File: config.mk
export PLATFORM = sky130hd
export DESIGN_NAME = lrc_page_tracker
export DESIGN_NICKNAME = d
export VERILOG_FILES = /design/src/rtl/lrc_pkg.sv /design/src/rtl/lrc_page_slot.sv /design/src/rtl/lrc_scan_pick.sv /design/src/rtl/lrc_page_tracker.sv
export SDC_FILE = /design/constraint.sdc
export NUM_CORES = 1
export LEC_CHECK = 0
export ABC_AREA = 0
export BUFFER_PORTS_ARGS = -buffer_cell sky130_fd_sc_hd__buf_2
export CAP_MARGIN = 10
export CORE_UTILIZATION = 55
export DETAILED_ROUTE_END_ITERATION = 7
export PLACE_DENSITY = 0.78
export SYNTH_ARGS = -nofsm -noshare
export SYNTH_HDL_FRONTEND = slang
export SYNTH_SLANG_ARGS = --single-unit
export TNS_END_PERCENT = 10
File: constraint.sdc
create_clock -name clk -period 3.15 [get_ports clk]
set_input_delay 0.315 -clock clk [delete_from_list [all_inputs] [get_ports clk]]
set_output_delay 0.315 -clock clk [all_outputs]
set_load 0.02 [all_outputs]
File: src/rtl/lrc_pkg.sv
package lrc_pkg;
  typedef enum logic [1:0] {
    OP_RDF = 2'd0,
    OP_WRF = 2'd1,
    OP_ACQ = 2'd2,
    OP_REL = 2'd3
  } op_e;

  typedef enum logic [1:0] {
    PR_NIL   = 2'd0,
    PR_READ  = 2'd1,
    PR_WRITE = 2'd2
  } perm_e;

  typedef enum logic [2:0] {
    S_IDLE   = 3'd0,
    S_RESP   = 3'd1,
    S_WAITWB = 3'd2,
    S_SCAN   = 3'd3,
    S_INV    = 3'd4
  } state_e;
endpackage

File: src/rtl/lrc_page_slot.sv
module lrc_page_slot
  import lrc_pkg::*;
#(
  parameter int NPROC = 4,
  parameter int PW    = 2,
  parameter int CW    = 3
) (
  input  logic                 clk,
  input  logic                 rst_n,
  input  logic                 rd_hit,
  input  logic                 wr_hit,
  input  logic                 rv_hit,
  input  logic [PW-1:0]        proc,
  output logic [2*NPROC-1:0]   perm_o,
  output logic [CW-1:0]        cnt_o,
  output logic                 listed_o
);
  perm_e             perm_q [NPROC];
  perm_e             perm_d [NPROC];
  logic [CW-1:0]     cnt_q, cnt_d;
  logic              lst_q, lst_d;
  logic              own_nil;
  logic              writer;
  logic              upd_en;
  logic [NPROC-1:0]  held;

  for (genvar i = 0; i < NPROC; i++) begin : g_out
    assign perm_o[2*i +: 2] = perm_q[i];
    assign held[i]          = (perm_q[i] != PR_NIL);
  end

  assign cnt_o    = cnt_q;
  assign listed_o = lst_q;
  assign upd_en   = rd_hit | wr_hit | rv_hit;

  always_comb begin
    writer = 1'b0;
    for (int i = 0; i < NPROC; i++) begin
      writer = writer | (perm_q[i] == PR_WRITE);
    end
  end

  // next-state
  always_comb begin
    for (int i = 0; i < NPROC; i++) perm_d[i] = perm_q[i];
    cnt_d   = cnt_q;
    lst_d   = lst_q;
    own_nil = (perm_q[proc] == PR_NIL);
    if (rd_hit) begin
      if (own_nil) begin
        cnt_d        = cnt_q + CW'(1);
        perm_d[proc] = PR_READ;
        if (writer) lst_d = 1'b1;
      end
    end else if (wr_hit) begin
      if (own_nil) cnt_d = cnt_q + CW'(1);
      perm_d[proc] = PR_WRITE;
      if (cnt_d > CW'(1)) lst_d = 1'b1;
    end else if (rv_hit) begin
      if (!own_nil) begin
        cnt_d        = cnt_q - CW'(1);
        perm_d[proc] = PR_NIL;
        if (cnt_d == '0) lst_d = 1'b0;
      end
    end
  end

  // registers
  always_ff @(posedge clk or negedge rst_n) begin
    if (!rst_n) begin
      for (int i = 0; i < NPROC; i++) perm_q[i] <= PR_NIL;
      cnt_q <= '0;
      lst_q <= 1'b0;
    end else if (upd_en) begin
      for (int i = 0; i < NPROC; i++) perm_q[i] <= perm_d[i];
      cnt_q <= cnt_d;
      lst_q <= lst_d;
    end
  end

  AST_CNT_TRACKS: assert property (@(posedge clk) disable iff (!rst_n)
    $countones(held) == int'(cnt_q));
  AST_FLAG_LIVE: assert property (@(posedge clk) disable iff (!rst_n)
    lst_q |-> (cnt_q != '0));
endmodule

File: src/rtl/lrc_scan_pick.sv
module lrc_scan_pick #(
  parameter int NPAGE = 8,
  parameter int GW    = 3
) (
  input  logic [NPAGE-1:0] cand,
  input  logic [GW:0]      from,
  output logic             found,
  output logic [GW-1:0]    idx
);
  localparam int GW1 = GW + 1;

  always_comb begin
    found = 1'b0;
    idx   = '0;
    for (int g = NPAGE - 1; g >= 0; g--) begin
      if (cand[g] && (GW1'(g) >= from)) begin
        found = 1'b1;
        idx   = GW'(g);
      end
    end
  end
endmodule

File: src/rtl/lrc_page_tracker.sv
module lrc_page_tracker
  import lrc_pkg::*;
#(
  parameter int NPROC = 4,
  parameter int NPAGE = 8,
  parameter int PW    = (NPROC > 1) ? $clog2(NPROC) : 1,
  parameter int GW    = (NPAGE > 1) ? $clog2(NPAGE) : 1,
  parameter int CW    = $clog2(NPROC + 1)
) (
  input  logic                      clk,
  input  logic                      rst_n,
  input  logic                      cmd_valid,
  output logic                      cmd_ready,
  input  logic [1:0]                cmd_op,
  input  logic [PW-1:0]             cmd_proc,
  input  logic [GW-1:0]             cmd_page,
  output logic                      cmd_done,
  output logic                      busy,
  output logic                      inv_req,
  output logic [PW-1:0]             inv_proc,
  output logic [GW-1:0]             inv_page,
  input  logic                      inv_ack,
  input  logic [NPROC-1:0]          wb_empty,
  output logic [2*NPAGE*NPROC-1:0]  perm_o,
  output logic [NPAGE-1:0]          list_o,
  output logic [NPAGE*CW-1:0]       cnt_o
);
  state_e          st_q, st_d;
  op_e             op_q, op_d;
  logic [PW-1:0]   proc_q, proc_d;
  logic [GW-1:0]   page_q, page_d;
  logic [GW:0]     ptr_q, ptr_d;
  logic            accept;
  logic            rd_evt, wr_evt, rv_evt;
  logic [PW-1:0]   evt_proc;
  logic [GW-1:0]   evt_page;
  logic [NPAGE-1:0] acc_vec, cand;
  logic            pick_found;
  logic [GW-1:0]   pick_idx;

  assign accept   = (st_q == S_IDLE) && cmd_valid;
  assign rd_evt   = accept && (op_e'(cmd_op) == OP_RDF);
  assign wr_evt   = accept && (op_e'(cmd_op) == OP_WRF);
  assign rv_evt   = (st_q == S_INV) && inv_ack;
  assign evt_proc = (st_q == S_IDLE) ? cmd_proc : proc_q;
  assign evt_page = (st_q == S_IDLE) ? cmd_page : page_q;

  for (genvar g = 0; g < NPAGE; g++) begin : g_page
    logic hit;
    assign hit = (evt_page == GW'(g));
    lrc_page_slot #(.NPROC(NPROC), .PW(PW), .CW(CW)) u_slot (
      .clk      (clk),
      .rst_n    (rst_n),
      .rd_hit   (rd_evt && hit),
      .wr_hit   (wr_evt && hit),
      .rv_hit   (rv_evt && hit),
      .proc     (evt_proc),
      .perm_o   (perm_o[g*2*NPROC +: 2*NPROC]),
      .cnt_o    (cnt_o[g*CW +: CW]),
      .listed_o (list_o[g])
    );
    assign acc_vec[g] = |perm_o[g*2*NPROC + 2*proc_q +: 2];
  end

  assign cand = list_o & acc_vec;

  lrc_scan_pick #(.NPAGE(NPAGE), .GW(GW)) u_pick (
    .cand  (cand),
    .from  (ptr_q),
    .found (pick_found),
    .idx   (pick_idx)
  );

  // next-state
  always_comb begin
    st_d   = st_q;
    op_d   = op_q;
    proc_d = proc_q;
    page_d = page_q;
    ptr_d  = ptr_q;
    case (st_q)
      S_IDLE: begin
        if (cmd_valid) begin
          op_d   = op_e'(cmd_op);
          proc_d = cmd_proc;
          page_d = cmd_page;
          ptr_d  = '0;
          case (op_e'(cmd_op))
            OP_ACQ:  st_d = S_SCAN;
            OP_REL:  st_d = S_WAITWB;
            default: st_d = S_RESP;
          endcase
        end
      end
      S_WAITWB: if (wb_empty[proc_q]) st_d = S_RESP;
      S_SCAN: begin
        if (pick_found) begin
          page_d = pick_idx;
          st_d   = S_INV;
        end else begin
          st_d = S_RESP;
        end
      end
      S_INV: begin
        if (inv_ack) begin
          ptr_d = {1'b0, page_q} + 1'b1;
          st_d  = S_SCAN;
        end
      end
      S_RESP:  st_d = S_IDLE;
      default: st_d = S_IDLE;
    endcase
  end

  // registers
  always_ff @(posedge clk or negedge rst_n) begin
    if (!rst_n) begin
      st_q   <= S_IDLE;
      op_q   <= OP_RDF;
      proc_q <= '0;
      page_q <= '0;
      ptr_q  <= '0;
    end else begin
      st_q   <= st_d;
      op_q   <= op_d;
      proc_q <= proc_d;
      page_q <= page_d;
      ptr_q  <= ptr_d;
    end
  end

  assign cmd_ready = (st_q == S_IDLE);
  assign cmd_done  = (st_q == S_RESP);
  assign busy      = (st_q == S_SCAN) || (st_q == S_INV);
  assign inv_req   = (st_q == S_INV);
  assign inv_proc  = proc_q;
  assign inv_page  = page_q;

  AST_INV_HELD: assert property (@(posedge clk) disable iff (!rst_n)
    (inv_req && !inv_ack) |=> (inv_req && $stable(inv_page)));
  AST_INV_TARGET: assert property (@(posedge clk) disable iff (!rst_n)
    inv_req |-> (list_o[inv_page] && (perm_o[inv_page*2*NPROC + 2*inv_proc +: 2] != 2'd0)));
  AST_DONE_PULSE: assert property (@(posedge clk) disable iff (!rst_n)
    cmd_done |=> !cmd_done);
  AST_REL_GATED: assert property (@(posedge clk) disable iff (!rst_n)
    (cmd_done && (op_q == OP_REL)) |-> $past(wb_empty[proc_q]));
  AST_DONE_IDLE_SCAN: assert property (@(posedge clk) disable iff (!rst_n)
    cmd_done |-> !busy);
endmodule

==> reports/qor.yml <==
routing:
  via_count: 7031
  drtIter0Drc: 944
  final_antenna_net_count: 0
  wl_um: 22100
  routed_via_density: 6.31
  dr.pass1.iters: 5
  drc: 0
  wire_per_inst_um: 19.8
worst_setup_path:
  critPathSlowestCell: "dfrtp_1"
  cp_max_fo: 17
  cp-end-kind: "flip-flop"
  crit_chain: "or3_1 -> or4_1 -> a31oi_2 -> or4_1 -> a21oi_1 -> a2111oi_2 -> mux2_2"
  crit_path_frequent_cell: "or4_1"
  crit_path_max_incr_delay_ns: 0.58
  worstPathArrival_ns: 3.29
  cp-start-kind: "flip-flop"
  cp.required_ns: 3.39
  path_class: "flip-flop to flip-flop"
clocking:
  postCtsSetupBuffers: 0
  numCtsBuffers: 9
  cts_resized: 0
  clockBufferDepth: 2
  htreeDepth: 3
  clock_sinks: 108
  clk_pin_slew_ns: 0.07
  clock_latency_ns: 0.36
  cts_tree: "done"
  cts_root_buf: "clkbuf_16"
grt:
  grt_pass1_vias: 6155
  grt-ovfl-total: 0
  grtUsageTotal_pct: 33.1
  grt_pass1_wl_um: 33800
  antenna_found_initial: 0
  grt_max_degree: 82
timing:
  drv_slew: 0
  finalHoldViolations: 0
  setup_slack_ns: 0.103
  fin_skew_ns: 0.00804
  fin_crit_sh_pct: 96.7
  grt_setup_unrepaired: "false"
  final.setup.tns_ns: 0
  slew-limit-headroom_pct: 56.0
  setup_viol: 0
  max_freq_ghz: 0.328
  period_minus_slack_ns: 3.05
  worst_slew_pin_slew_ns: 0.641
finish:
  utilization_pct: 66.8
  syn_to_final_growth_pct: 17.4
  drive_gt1_share_pct: 27.3
  antenna-diode-count: 0
  nets: 978
power:
  pwr-share-clk_pct: 14.1
  pwr-share-seq_pct: 27.7
  p_leak_nw: 3.96
  total_power_mw: 7.92
  peakVddDrop_mv: 0.524
  p_comb_share_pct: 58.2
  p_switching_mw: 3.93
  cellPowerDensity_nw_per_um2: 928
  switching_share_pct: 49.7
  p_int_mw: 3.99
logic_synthesis:
  postSynthCellCount: 802
  avgSynthCellArea_um2: 9.06
  yosysWarnings: 0
  synth_edf_count: 0
  netlist_top_cells_area: "dfrtp_1 (37%), mux2_2 (5.6%), nor2_1 (5.2%), ha_1 (4.3%), o21ai_0 (4.2%)"
  synth-seq-cells: 108
  synth_cell_types: 84
  syn-num-nets: 842
  yosys.area.top_type_share_pct: 37.2
  yosysSeqAreaShare_pct: 37.2
  yosysMostFrequentCell: "dfrtp_1"
  ys.flop_type: "dfrtp_1"
  ys_async_sr_fraction_pct: 100
  yosys.area.top_type: "dfrtp_1"
  synth_common_cells: "dfrtp_1 (108), nor2_1 (101), o21ai_0 (61)"
  netlist_area_um2: 7260
worst_hold_path:
  min_path_type: "input pin to flip-flop"
die:
  rows: 41
  core-area_um2: 12800
  dieArea_um2: 13700
  fp.dieW_um: 117
  start_util_pct: 56.9
  fp.dieH_um: 117
  pin_count: 120
place:
  pre_cts_ws_ns: 0.176
  gp_congestion: 0.963
  dpl.hpwl_um: 16800
  port_buffers: 119
outcome:
  status: "finished clean"
run:
  max-cap-violations: 0
logic make-up (layout without fill, tap and decap cells):
logic type	Yosys count	count (layout)	share of synthesized area, %
compound gates	232	232	22.4
xor+xnor	31	31	3.74
fa+ha+maj	25	25	4.31
buf+inv	103	243	6.11
flops	108	108	37.2
mux	55	55	9.47
simple gates	248	248	16.7
layout by cell type, fill, tap and decap left out, types with 5 or more instances in the layout:
| master | n |
|---|---|
| a21oi_1 | 30 |
| a221oi_1 | 5 |
| a22oi_1 | 11 |
| a31oi_1 | 8 |
| and3_1 | 7 |
| buf_2 | 118 |
| buf_4 | 50 |
| clkbuf_16 | 9 |
| dfrtp_1 | 108 |
| ha_1 | 25 |
| inv_1 | 58 |
| mux2_2 | 36 |
| mux2i_1 | 11 |
| mux4_2 | 7 |
| nand2_1 | 50 |
| nand2b_1 | 7 |
| nand3_1 | 13 |
| nor2_1 | 101 |
| nor2b_1 | 5 |
| nor3_1 | 14 |
| nor3b_1 | 5 |
| nor4_1 | 11 |
| o21ai_0 | 61 |
| o22ai_1 | 33 |
| o311ai_0 | 7 |
| o31ai_1 | 5 |
| o41ai_1 | 12 |
| or3_1 | 5 |
| xnor2_1 | 20 |
| xor2_1 | 11 |
final timing paths:
path | startpoint | end | slack [ns] | cells after the start
worst max-delay path | st_q[0] | g_page[5].u_slot.listed_o | 0.10 | 7
worst min register to register | g_page[2].u_slot.perm_o[6] | g_page[2].u_slot.perm_o[6] | 0.56 | 2
worst min-delay path | cmd_proc[0] | inv_proc[0] | 0.24 | 2
worst max register to register | st_q[0] | g_page[5].u_slot.listed_o | 0.10 | 7
min in group asynchronous | rst_n | g_page[4].u_slot.cnt_o[1] | 0.41 | 2
max in group asynchronous | rst_n | g_page[7].u_slot.perm_o[4] | 1.97 | 3
worst max-delay path, delay by kind of cell (launching register included):
kind / cells / cell delay (ns)
compound gates: 3 / 0.79
flops: 1 / 0.58
simple gates: 3 / 1.17
mux: 1 / 0.38
timing repair:
| item | CTS | global route |
|---|---|---|
| endpoints found under the hold margin | 27 | 0 |
| hold buffers | 1 | 0 |
| endpoints found under the setup margin | 0 | 0 |
metrics by stage:
stage,hold WS [ns],instance area (um2),std cells
global route,0.231,8530,1114
floorplan,0.0194,7260,802
CTS,0.231,8530,1114
global placement,0.260,8240,1098
detailed placement,0.265,8240,1098
finish,0.242,8530,1114
per-layer routing:
| layer | track usage (%) | up-vias | wire [um] |
|---|---|---|---|
| met5 | 0 | - | 0 |
| met4 | 13.1 | 0 | 562 |
| met3 | 6.13 | 47 | 2060 |
| met2 | 48.0 | 396 | 9660 |
| met1 | 48.8 | 3362 | 9830 |
| li1 | - | 3226 | - |
power groups by stage:
stage          Clock, mW  Combinational (mW)  Sequential (mW)
4_1_cts             1.13                4.52             2.18
5_1_grt             1.18                4.94             2.25
6_report            1.12                4.60             2.19
3_3_place_gp           0                4.45             2.20
3_5_place_dp           0                4.50             2.21
2_1_floorplan          0                2.78             2.38
area by class of cell:
type                       instances  area [um2]
sequential                       108        2700
tap                              172         215
timing repair buffer             170         996
fill                            1028        4240
clock inverter                     5        42.5
inverter                          58         218
clock buffer                      10         239
multi-input combinational        591        4120
Note: power is estimated with default switching activity, not from simulation.
